[config.mk]
export PLATFORM = sky130hd
export DESIGN_NAME = brdir_top
export DESIGN_NICKNAME = d
export VERILOG_FILES = /design/src/rtl/brdir_pkg.sv /design/src/rtl/brdir_first_sel.sv /design/src/rtl/brdir_ctr_eval.sv /design/src/rtl/brdir_bht.sv /design/src/rtl/brdir_top.sv
export SDC_FILE = /design/constraint.sdc
export NUM_CORES = 2
export LEC_CHECK = 0
export BUFFER_PORTS_ARGS = -buffer_cell sky130_fd_sc_hd__buf_4
export CORE_UTILIZATION = 45
export CTS_BUF_LIST = sky130_fd_sc_hd__clkbuf_4 sky130_fd_sc_hd__clkbuf_8
export DETAILED_ROUTE_END_ITERATION = 8
export PLACE_DENSITY = 0.67
export SETUP_SLACK_MARGIN = 0.1
export SKIP_CTS_REPAIR_TIMING = 1
export SLEW_MARGIN = 20
export SYNTH_ARGS = -nofsm -noshare
export SYNTH_HDL_FRONTEND = slang
export SYNTH_HIERARCHICAL = 1
export SYNTH_SLANG_ARGS = --single-unit
[constraint.sdc]
create_clock -name clk -period 11.4 [get_ports clk]
set_clock_uncertainty 0.15 [all_clocks]
set_input_delay 2.28 -clock clk [delete_from_list [all_inputs] [get_ports clk]]
set_output_delay 2.28 -clock clk [all_outputs]
set_load 0.01 [all_outputs]
[src/rtl/brdir_pkg.sv]
package brdir_pkg;

    typedef enum logic [1:0] {
        BK_NONE   = 2'd0,
        BK_ALWAYS = 2'd1,
        BK_COUNT  = 2'd2,
        BK_FLAG   = 2'd3
    } br_kind_e;

    typedef enum logic [1:0] {
        CS_STRONG_NT = 2'd0,
        CS_WEAK_NT   = 2'd1,
        CS_WEAK_T    = 2'd2,
        CS_STRONG_T  = 2'd3
    } ctr_state_e;

    function automatic logic [1:0] sat_step(input logic [1:0] cur, input logic taken);
        logic [1:0] nxt;
        nxt = cur;
        if (taken && cur != 2'd3)
            nxt = cur + 2'd1;
        else if (!taken && cur != 2'd0)
            nxt = cur - 2'd1;
        return nxt;
    endfunction

endpackage

[src/rtl/brdir_first_sel.sv]
module brdir_first_sel
    import brdir_pkg::*;
#(
    parameter int AW = 16,
    parameter int NS = 4,
    localparam int SW = (NS > 1) ? $clog2(NS) : 1
) (
    input  logic [2*NS-1:0]  kinds,
    input  logic [NS-1:0]    zero_forms,
    input  logic [AW*NS-1:0] targets,
    output logic             hit,
    output logic [SW-1:0]    slot,
    output br_kind_e         kind,
    output logic             zero_form,
    output logic [AW-1:0]    target
);

    logic [1:0]    kind_a   [NS];
    logic [AW-1:0] target_a [NS];

    for (genvar g = 0; g < NS; g++) begin : g_unpack
        assign kind_a[g]   = kinds[2*g +: 2];
        assign target_a[g] = targets[AW*g +: AW];
    end

    always_comb begin
        hit       = 1'b0;
        slot      = '0;
        kind      = BK_NONE;
        zero_form = 1'b0;
        target    = '0;
        for (int i = NS - 1; i >= 0; i--) begin
            if (kind_a[i] != 2'd0) begin
                hit       = 1'b1;
                slot      = SW'(i);
                kind      = br_kind_e'(kind_a[i]);
                zero_form = zero_forms[i];
                target    = target_a[i];
            end
        end
    end

endmodule

[src/rtl/brdir_ctr_eval.sv]
module brdir_ctr_eval #(
    parameter int CW = 8
) (
    input  logic [CW-1:0] ctr_value,
    input  logic          zero_form,
    output logic          taken
);

    logic [CW-1:0] after_dec;
    logic          is_zero;

    always_comb begin
        after_dec = ctr_value - CW'(1);
        is_zero   = (after_dec == '0);
        taken     = zero_form ? is_zero : !is_zero;
    end

endmodule

[src/rtl/brdir_bht.sv]
module brdir_bht
    import brdir_pkg::*;
#(
    parameter int ENTRIES = 512,
    localparam int IW = $clog2(ENTRIES)
) (
    input  logic          clk,
    input  logic          rst_n,
    input  logic [IW-1:0] rd_idx,
    output logic          rd_taken,
    input  logic          wr_en,
    input  logic [IW-1:0] wr_idx,
    input  logic          wr_taken
);

    logic [1:0] cnt_q [ENTRIES];
    logic [1:0] cnt_d [ENTRIES];

    // Lookup reads the registered array, so a same-cycle write is not seen.
    assign rd_taken = cnt_q[rd_idx][1];

    always_comb begin
        for (int i = 0; i < ENTRIES; i++)
            cnt_d[i] = cnt_q[i];
        if (wr_en)
            cnt_d[wr_idx] = sat_step(cnt_q[wr_idx], wr_taken);
    end

    always_ff @(posedge clk) begin
        for (int i = 0; i < ENTRIES; i++) begin
            if (!rst_n)
                cnt_q[i] <= CS_WEAK_NT;
            else
                cnt_q[i] <= cnt_d[i];
        end
    end

endmodule

[src/rtl/brdir_top.sv]
module brdir_top
    import brdir_pkg::*;
#(
    parameter int AW      = 16,
    parameter int NS      = 4,
    parameter int CW      = 8,
    parameter int ENTRIES = 512
) (
    input  logic             clk,
    input  logic             rst_n,
    input  logic             dec_valid,
    input  logic [AW-1:0]    dec_pc,
    input  logic [2*NS-1:0]  slot_kind,
    input  logic [NS-1:0]    slot_zero_form,
    input  logic [AW*NS-1:0] slot_target,
    input  logic             fetch_guess_taken,
    input  logic [CW-1:0]    ctr_value,
    input  logic             upd_valid,
    input  logic [AW-1:0]    upd_pc,
    input  logic             upd_taken,
    output logic             redir_valid,
    output logic             redir_taken,
    output logic [AW-1:0]    redir_addr
);

    localparam int IW = $clog2(ENTRIES);
    localparam int SW = (NS > 1) ? $clog2(NS) : 1;

    typedef struct packed {
        logic          valid;
        logic          taken;
        logic [AW-1:0] addr;
    } redir_t;

    redir_t r_d, r_q;

    logic          sel_hit;
    logic [SW-1:0] sel_slot;
    br_kind_e      sel_kind;
    logic          sel_zero;
    logic [AW-1:0] sel_target;
    logic [AW-1:0] br_pc;
    logic [AW-1:0] fall_pc;
    logic          ctr_taken;
    logic          tbl_taken;
    logic          pred_taken;
    logic          unused_upd_hi;

    assign unused_upd_hi = ^upd_pc[AW-1:IW];

    brdir_first_sel #(.AW(AW), .NS(NS)) sel_i (
        .kinds      (slot_kind),
        .zero_forms (slot_zero_form),
        .targets    (slot_target),
        .hit        (sel_hit),
        .slot       (sel_slot),
        .kind       (sel_kind),
        .zero_form  (sel_zero),
        .target     (sel_target)
    );

    brdir_ctr_eval #(.CW(CW)) ctr_i (
        .ctr_value (ctr_value),
        .zero_form (sel_zero),
        .taken     (ctr_taken)
    );

    assign br_pc   = dec_pc + AW'(sel_slot);
    assign fall_pc = br_pc + AW'(1);

    brdir_bht #(.ENTRIES(ENTRIES)) bht_i (
        .clk      (clk),
        .rst_n    (rst_n),
        .rd_idx   (br_pc[IW-1:0]),
        .rd_taken (tbl_taken),
        .wr_en    (upd_valid),
        .wr_idx   (upd_pc[IW-1:0]),
        .wr_taken (upd_taken)
    );

    always_comb begin
        unique case (sel_kind)
            BK_ALWAYS: pred_taken = 1'b1;
            BK_COUNT:  pred_taken = ctr_taken;
            BK_FLAG:   pred_taken = tbl_taken;
            default:   pred_taken = 1'b0;
        endcase

        r_d.valid = dec_valid && sel_hit && (pred_taken != fetch_guess_taken);
        r_d.taken = pred_taken;
        r_d.addr  = pred_taken ? sel_target : fall_pc;
    end

    always_ff @(posedge clk) begin
        if (!rst_n)
            r_q <= '0;
        else
            r_q <= r_d;
    end

    assign redir_valid = r_q.valid;
    assign redir_taken = r_q.taken;
    assign redir_addr  = r_q.addr;

endmodule

; ---- Word-level counts from Yosys, hierarchy flattened
; Memory sizes are Yosys's and may differ from the RTL's.
; Index checks and enable logic that the tools add are counted.
[totals]
ff_bits = 18
mem_bits_rw = 1024
in_bits = 122
output_inout_bits = 18
word_cells = 1086
n_memories = 1
[memory_table]
columns = memory, depth, width, read_ports, rd_clocked_by_memory_dff, wr, line_no
row1 = bht_i.cnt_q, 512, 2, 514, 0, 512, brdir_bht.sv:16  ; logic [1:0] cnt_q [ENTRIES];
[op_classes]
n_addsub = 5
order_cmp = 2
eq_ne = 5
mux = 544
n_bitwise = 513
n_reduce_logical = 13
[ops]
columns = cell, n
row1 = 2-to-1 mux 2 bit, 524
row2 = bitwise mux 1024 bit, 1
row3 = 2-to-1 mux 1024 bit, 1
row4 = OR 1 bit, 512
row5 = 2-to-1 mux 16 bit, 5
row6 = demux 2 bit (select 9 bit), 1
row7 = adder 16 x 1 -> 16 bit (second input constant), 1
row8 = adder 16 x 2 -> 16 bit, 1
row9 = 2-to-1 mux 1 bit, 11
row10 = greater-or-equal comparator 10 bit (second input constant), 1
row11 = < comparator 10 x 1 -> 1 bit (second input constant), 1
row12 = NOT 9 -> 10 bit, 1
row13 = nonzero test 2 bit, 5
row14 = zero test 8 bit, 1
row15 = subtractor 8 x 1 -> 8 bit (second input constant), 1
row16 = logical AND 1 bit, 5
row17 = == test 2 bit (second input constant), 2
row18 = case mux 1 bit (3 select lines), 1
row19 = adder 2 x 1 -> 2 bit (second input constant), 1
row20 = == test 2 x 1 -> 1 bit (second input constant), 1
row21 = zero test 1 bit, 2
row22 = inequality test 2 bit (second input constant), 1
row23 = subtractor 2 x 1 -> 2 bit (second input constant), 1
row24 = inequality test 1 bit, 1

; ---- Logic depth before layout (Yosys ltp)
; An unclocked memory read counts as a cell.
[depth]
ltp_word = 10
depth_mapped = 24
depth_no_buf = 19

; ---- By module
; The synthesis kept the hierarchy.
[modules_own_cells]
columns = module, instances, cells_per_inst, area_per_inst_um2, seq_area_each_um2
row1 = brdir_bht, 1, 4872, 47279.1, 20499.7
row2 = brdir_top, 1, 180, 1453.9, 360.3
row3 = brdir_first_sel, 1, 98, 679.4, 0.0
row4 = brdir_ctr_eval, 1, 4, 40.0, 0.0

; ---- Worst setup path after synthesis
; No wires, ideal clock.
[synth_timing]
path_type = input-to-reg
from = input slot_kind[7]
to = register r_q, in the netlist redir_addr[15]
setup_time_ns = 0.079
t_arrival_ns = 7.408
required_ns = 11.171
path_slack_ns = 3.763
stages = 19
n_path_buf = 4
cell_sequence = nor2_1 -> clkbuf_1 -> nor2_1 -> o31a_1 -> ha_1 -> clkbuf_1 -> buf_1 -> mux4_2 -> mux4_2 -> mux4_2 -> mux4_2 -> mux2_2 -> inv_1 -> a31o_2 -> clkbuf_1 -> nand2_1 -> a21oi_1 -> o41ai_1 -> o211ai_1
[synth_via]
elab_chain_len = 9
word_cells_on_any_way = 26
classes_between = 2 x add/sub / 3 x eq/ne / 19 x mux / 1 x reduce/logical / 1 x memory
[synth_lines]
columns = item, line_no
row1 = "start, declared", brdir_top.sv:13  ; input logic [2*NS-1:0] slot_kind,
row2 = nonzero test 2 bit, brdir_first_sel.sv:33  ; if (kind_a[i] != 2'd0) begin
row3 = 2-to-1 mux 2 bit (4 in a row), brdir_first_sel.sv:33
row4 = via sel_slot[0], brdir_top.sv:38  ; logic [SW-1:0] sel_slot;
row5 = adder 16 x 2 -> 16 bit, brdir_top.sv:68  ; assign br_pc = dec_pc + AW'(sel_slot);
row6 = via br_pc[0], brdir_top.sv:42  ; logic [AW-1:0] br_pc;
row7 = memory (512 x 2 bit), --
row8 = via tbl_taken, brdir_top.sv:45  ; logic tbl_taken;
row9 = case mux 1 bit (3 select lines), brdir_top.sv:82  ; unique case (sel_kind)
row10 = 2-to-1 mux 16 bit, brdir_top.sv:91  ; r_d.addr = pred_taken ? sel_target : fall_pc;
row11 = "end signal, assigned", brdir_top.sv:98  ; r_q <= r_d;
row12 = "end, declared", brdir_top.sv:35  ; redir_t r_d, r_q;
; The timed path passes the listed nets, and every way through them passes these cells.
; A chain may end at the register's enable or synchronous reset.

; ---- Worst setup path in the final report
[layout_timing]
from = input slot_kind[5]
to = register r_q, in the netlist redir_addr[15]
[layout_via]
elab_chain_len = 8
word_cells_on_any_way = 22
classes_between = 2 x add/sub / 3 x eq/ne / 15 x mux / 1 x reduce/logical / 1 x memory
[layout_lines]
columns = item, line_no
row1 = nonzero test 2 bit, brdir_first_sel.sv:33
row2 = 2-to-1 mux 2 bit (3 in a row), brdir_first_sel.sv:33
row3 = via sel_slot[0], brdir_top.sv:38
row4 = adder 16 x 2 -> 16 bit, brdir_top.sv:68
row5 = via br_pc[1], brdir_top.sv:42
row6 = memory (512 x 2 bit), --
row7 = via tbl_taken, brdir_top.sv:45
row8 = case mux 1 bit (3 select lines), brdir_top.sv:82
row9 = 2-to-1 mux 16 bit, brdir_top.sv:91
; The timed path passes the listed nets, and every way through them passes these cells.

==> summary.txt <==
Status
  – Status: complete, no violations

Pwr
  – PwrDens: around 150 mW/mm^2
  – Static leakage: 20.96 nW
  – Peak VDD IR: ~140 uV

Global routing
  – Initial antenna violation count: 8
  – Grt total ovfl: 0
  – Vias in the first global route: between 30,000 and 40,000
  – GR Util All Layers: between 20% and 30%
  – First-pass GRT wire length: approximately 240,000 um
  – Largest net degree at the start of global routing: approximately 240

Critical path
  – Worst path max stage delay: ~0.62 ns
  – CP cell instances: buf_4 > or2_1 > nor2_1 > o31a_1 > ha_4 > inv_1 > fa_1 > inv_6 > buf_4 > mux4_2 > mux4_2 > mux4_2 > mux4_2 > mux2_2 > inv_1 > a31o_2 > nand2_1 > a21oi_1 > o41ai_1 > o211ai_1
  – Worst Setup End Kind: flop
  – WS Path Type: in -> reg
  – CP Launch Type: primary input
  – CP Max Fanout: 57
  – CP max stage cell: mux4_2
  – Arrival @ worst endpoint: roughly 8.7 ns
  – CP required: between 10 and 15 ns
  – Worst path most repeated cell: mux4_2

Synth
  – Number of synthesized register bits: around 1,000
  – Async SR Flop Fraction: 0%
  – Most instantiated library cell after synthesis: nand2_1
  – Syn Std Cell Area: about 0.049 mm^2
  – Post-synthesis cell type count: 81
  – Top cell type's share of synthesized area: 42.18%
  – Yosys top cell by area: dfxtp_1
  – Synth Net Count: approximately 5,300
  – Commonest cells post-synth: nand2_1, dfxtp_1, nand3_1
  – Primary FF master, synth: dfxtp_1
  – Seq/Total Area, Yosys: between 40 and 50%
  – Post-synthesis average cell area: between 9 and 10 um^2
  – Post-synth EDFFs: 0
  – Synth Instances: ~5,000
  – Synth warn: 6
  – Top cells by area, synth: dfxtp_1, mux4_2, nand2_1

Clock network
  – CTS Buf Count: roughly 170
  – Clk slew on worst S/H paths: ~0.060 ns
  – TritonCTS Sinks: around 1,000
  – Clk Latency, worst-skew pair: around 0.89 ns
  – Root buf cell: clkbuf_8
  – CTS H-tree lvls: 4
  – CTS tree: yes
  – Longest Clk Path Bufs: 3

Timing
  – Final Cycle Share: a little over two thirds
  – Unrepaired setup endpoints after global routing: no
  – Final critical-path required period: 8.042 ns
  – Slew HR: between 10% and 20%
  – Setup TNS: 0 ns
  – Final hold viol count: 0
  – Count of final setup violators: 0
  – Final Max Slew Viols: 0
  – Max Freq: 124.4 MHz
  – Worst Tran Pin Value: roughly 1.3 ns

Route
  – Final wirelength: between 150,000 and 200,000 um
  – Iter 0 DRT Violations: around 4,800
  – Vias per std cell: around 6.3
  – Residual DRC: 0
  – DRT Pass-1 Iters: 6
  – Final ANT Viol Nets: 0
  – Post-DR wirelength/cell: between 20 and 25 um
  – Vias: between 40,000 and 50,000

Finish
  – Multi-input gate area: around 0.027 mm^2
  – Final Non-Filler Cells: between 6,000 and 7,000
  – Ratio of cells with drive above 1 in the final layout: slightly below 20%
  – Filler instances: just under 10,000
  – Register Area: approximately 0.021 mm^2
  – Layout area overhead: 11.56%
  – Utilization after layout: between 50% and 60%
  – Fin nets: about 5,200

Die
  – Die area: between 0.1 and 0.15 mm^2
  – # rows: about 120
  – # IOs: 140
  – Starting density of the core: 45.43%
  – Die Ht: around 330 um
  – Core area: between 0.1 and 0.15 mm^2
  – Die width: 333.5 um

Job
  – Max_cap viols: 0

Placement
  – Gpl congestion: ~0.92
  – Placed Cells incl. Taps: around 6,300
  – Detail Placement HPWL: between 90,000 and 100,000 um
  – # port buffers: around 130

Worst hold path
  – Hold WC Path Type: reg -> reg
critical path, delay by kind of cell:
kind | cells | cell delay [ns]
buf+inv | 5 | 1.45
mux | 5 | 2.43
fa+ha+maj | 2 | 0.65
compound gates | 5 | 0.99
simple gates | 3 | 0.80
cell usage in the layout, fill, tap and decap left out, types with 19 or more instances in the layout:
cell type / netlist / layout
a21oi_1: 19 / 19
a22oi_1: 70 / 70
buf_4: 3 / 204
clkbuf_4: 0 / 61
clkbuf_8: 0 / 224
dfxtp_1: 1042 / 1042
inv_1: 34 / 31
mux2i_1: 113 / 113
mux4_2: 403 / 403
nand2_1: 1097 / 1097
nand3_1: 556 / 555
nor2_1: 53 / 36
o211ai_1: 520 / 520
o21ai_0: 535 / 535
per-stage QoR:
stage | total power, W | area, um^2 | setup slack [ns] | hold WS (ns)
2_1_floorplan | 0.004302 | 49450 | 3.763 | 0.2997
3_5_place_dp | 0.004587 | 51420 | 2.580 | 0.3163
5_1_grt | 0.008304 | 55170 | 3.205 | 0.3420
4_1_cts | 0.008077 | 55150 | 3.496 | 0.3302
3_3_place_gp | 0.004584 | 51410 | 2.648 | 0.3105
6_report | 0.008088 | 55170 | 3.358 | 0.3251
registers in the layout (all words and copies together), names as in the netlist:
| name | cells |
|---|---|
| redir_valid | 1 |
| redir_addr | 16 |
| bht_i/cnt_q | 1024 |
| redir_taken | 1 |
final cells by class:
class | instances | share of cell area [%]
inverter | 35 | 0.2517
clock buffer | 285 | 6.418
multi-input combinational | 3606 | 48.57
tap | 1414 | 3.207
antenna | 2 | 0.009072
timing repair buffer | 222 | 3.402
sequential | 1042 | 37.81
clock inverter | 22 | 0.3356
per-layer routing:
metal	up-vias	global-route usage, %	share of wire (%)
li1	19160	-	-
met1	20250	38.09	40
met2	1990	42.85	45
met3	388	6.227	10
met4	6	12.81	4.2
met5	-	0	0.028
power breakdown:
part           internal (W)  total, W  switching (W)  leakage [nW]
Clock               0.00198   0.00356        0.00158          1.98
Sequential          0.00365   0.00366     0.00000456          8.42
Combinational      0.000210  0.000868       0.000658          10.6
Total               0.00584   0.00809        0.00225          21.0
cells by family after synthesis:
| logic type | synth area share [%] |
|---|---|
| buf+inv | 4.154 |
| simple gates | 15.89 |
| xor+xnor | 0.3694 |
| flops | 42.18 |
| compound gates | 16.46 |
| mux | 20.78 |
| fa+ha+maj | 0.1670 |
final timing paths:
kind | slack, ns | cells after the start | end | startpoint
worst min register to register | 0.33 | 2 | bht_i/cnt_q[354][0] | bht_i/cnt_q[354][0]
worst max register to register | 5.74 | 14 | bht_i/cnt_q[410][1] | bht_i/cnt_q[348][0]
worst max-delay path | 3.36 | 20 | redir_addr[15] | slot_kind[5]
worst min-delay path | 0.33 | 2 | bht_i/cnt_q[354][0] | bht_i/cnt_q[354][0]
(Power assumes the default switching activity.)
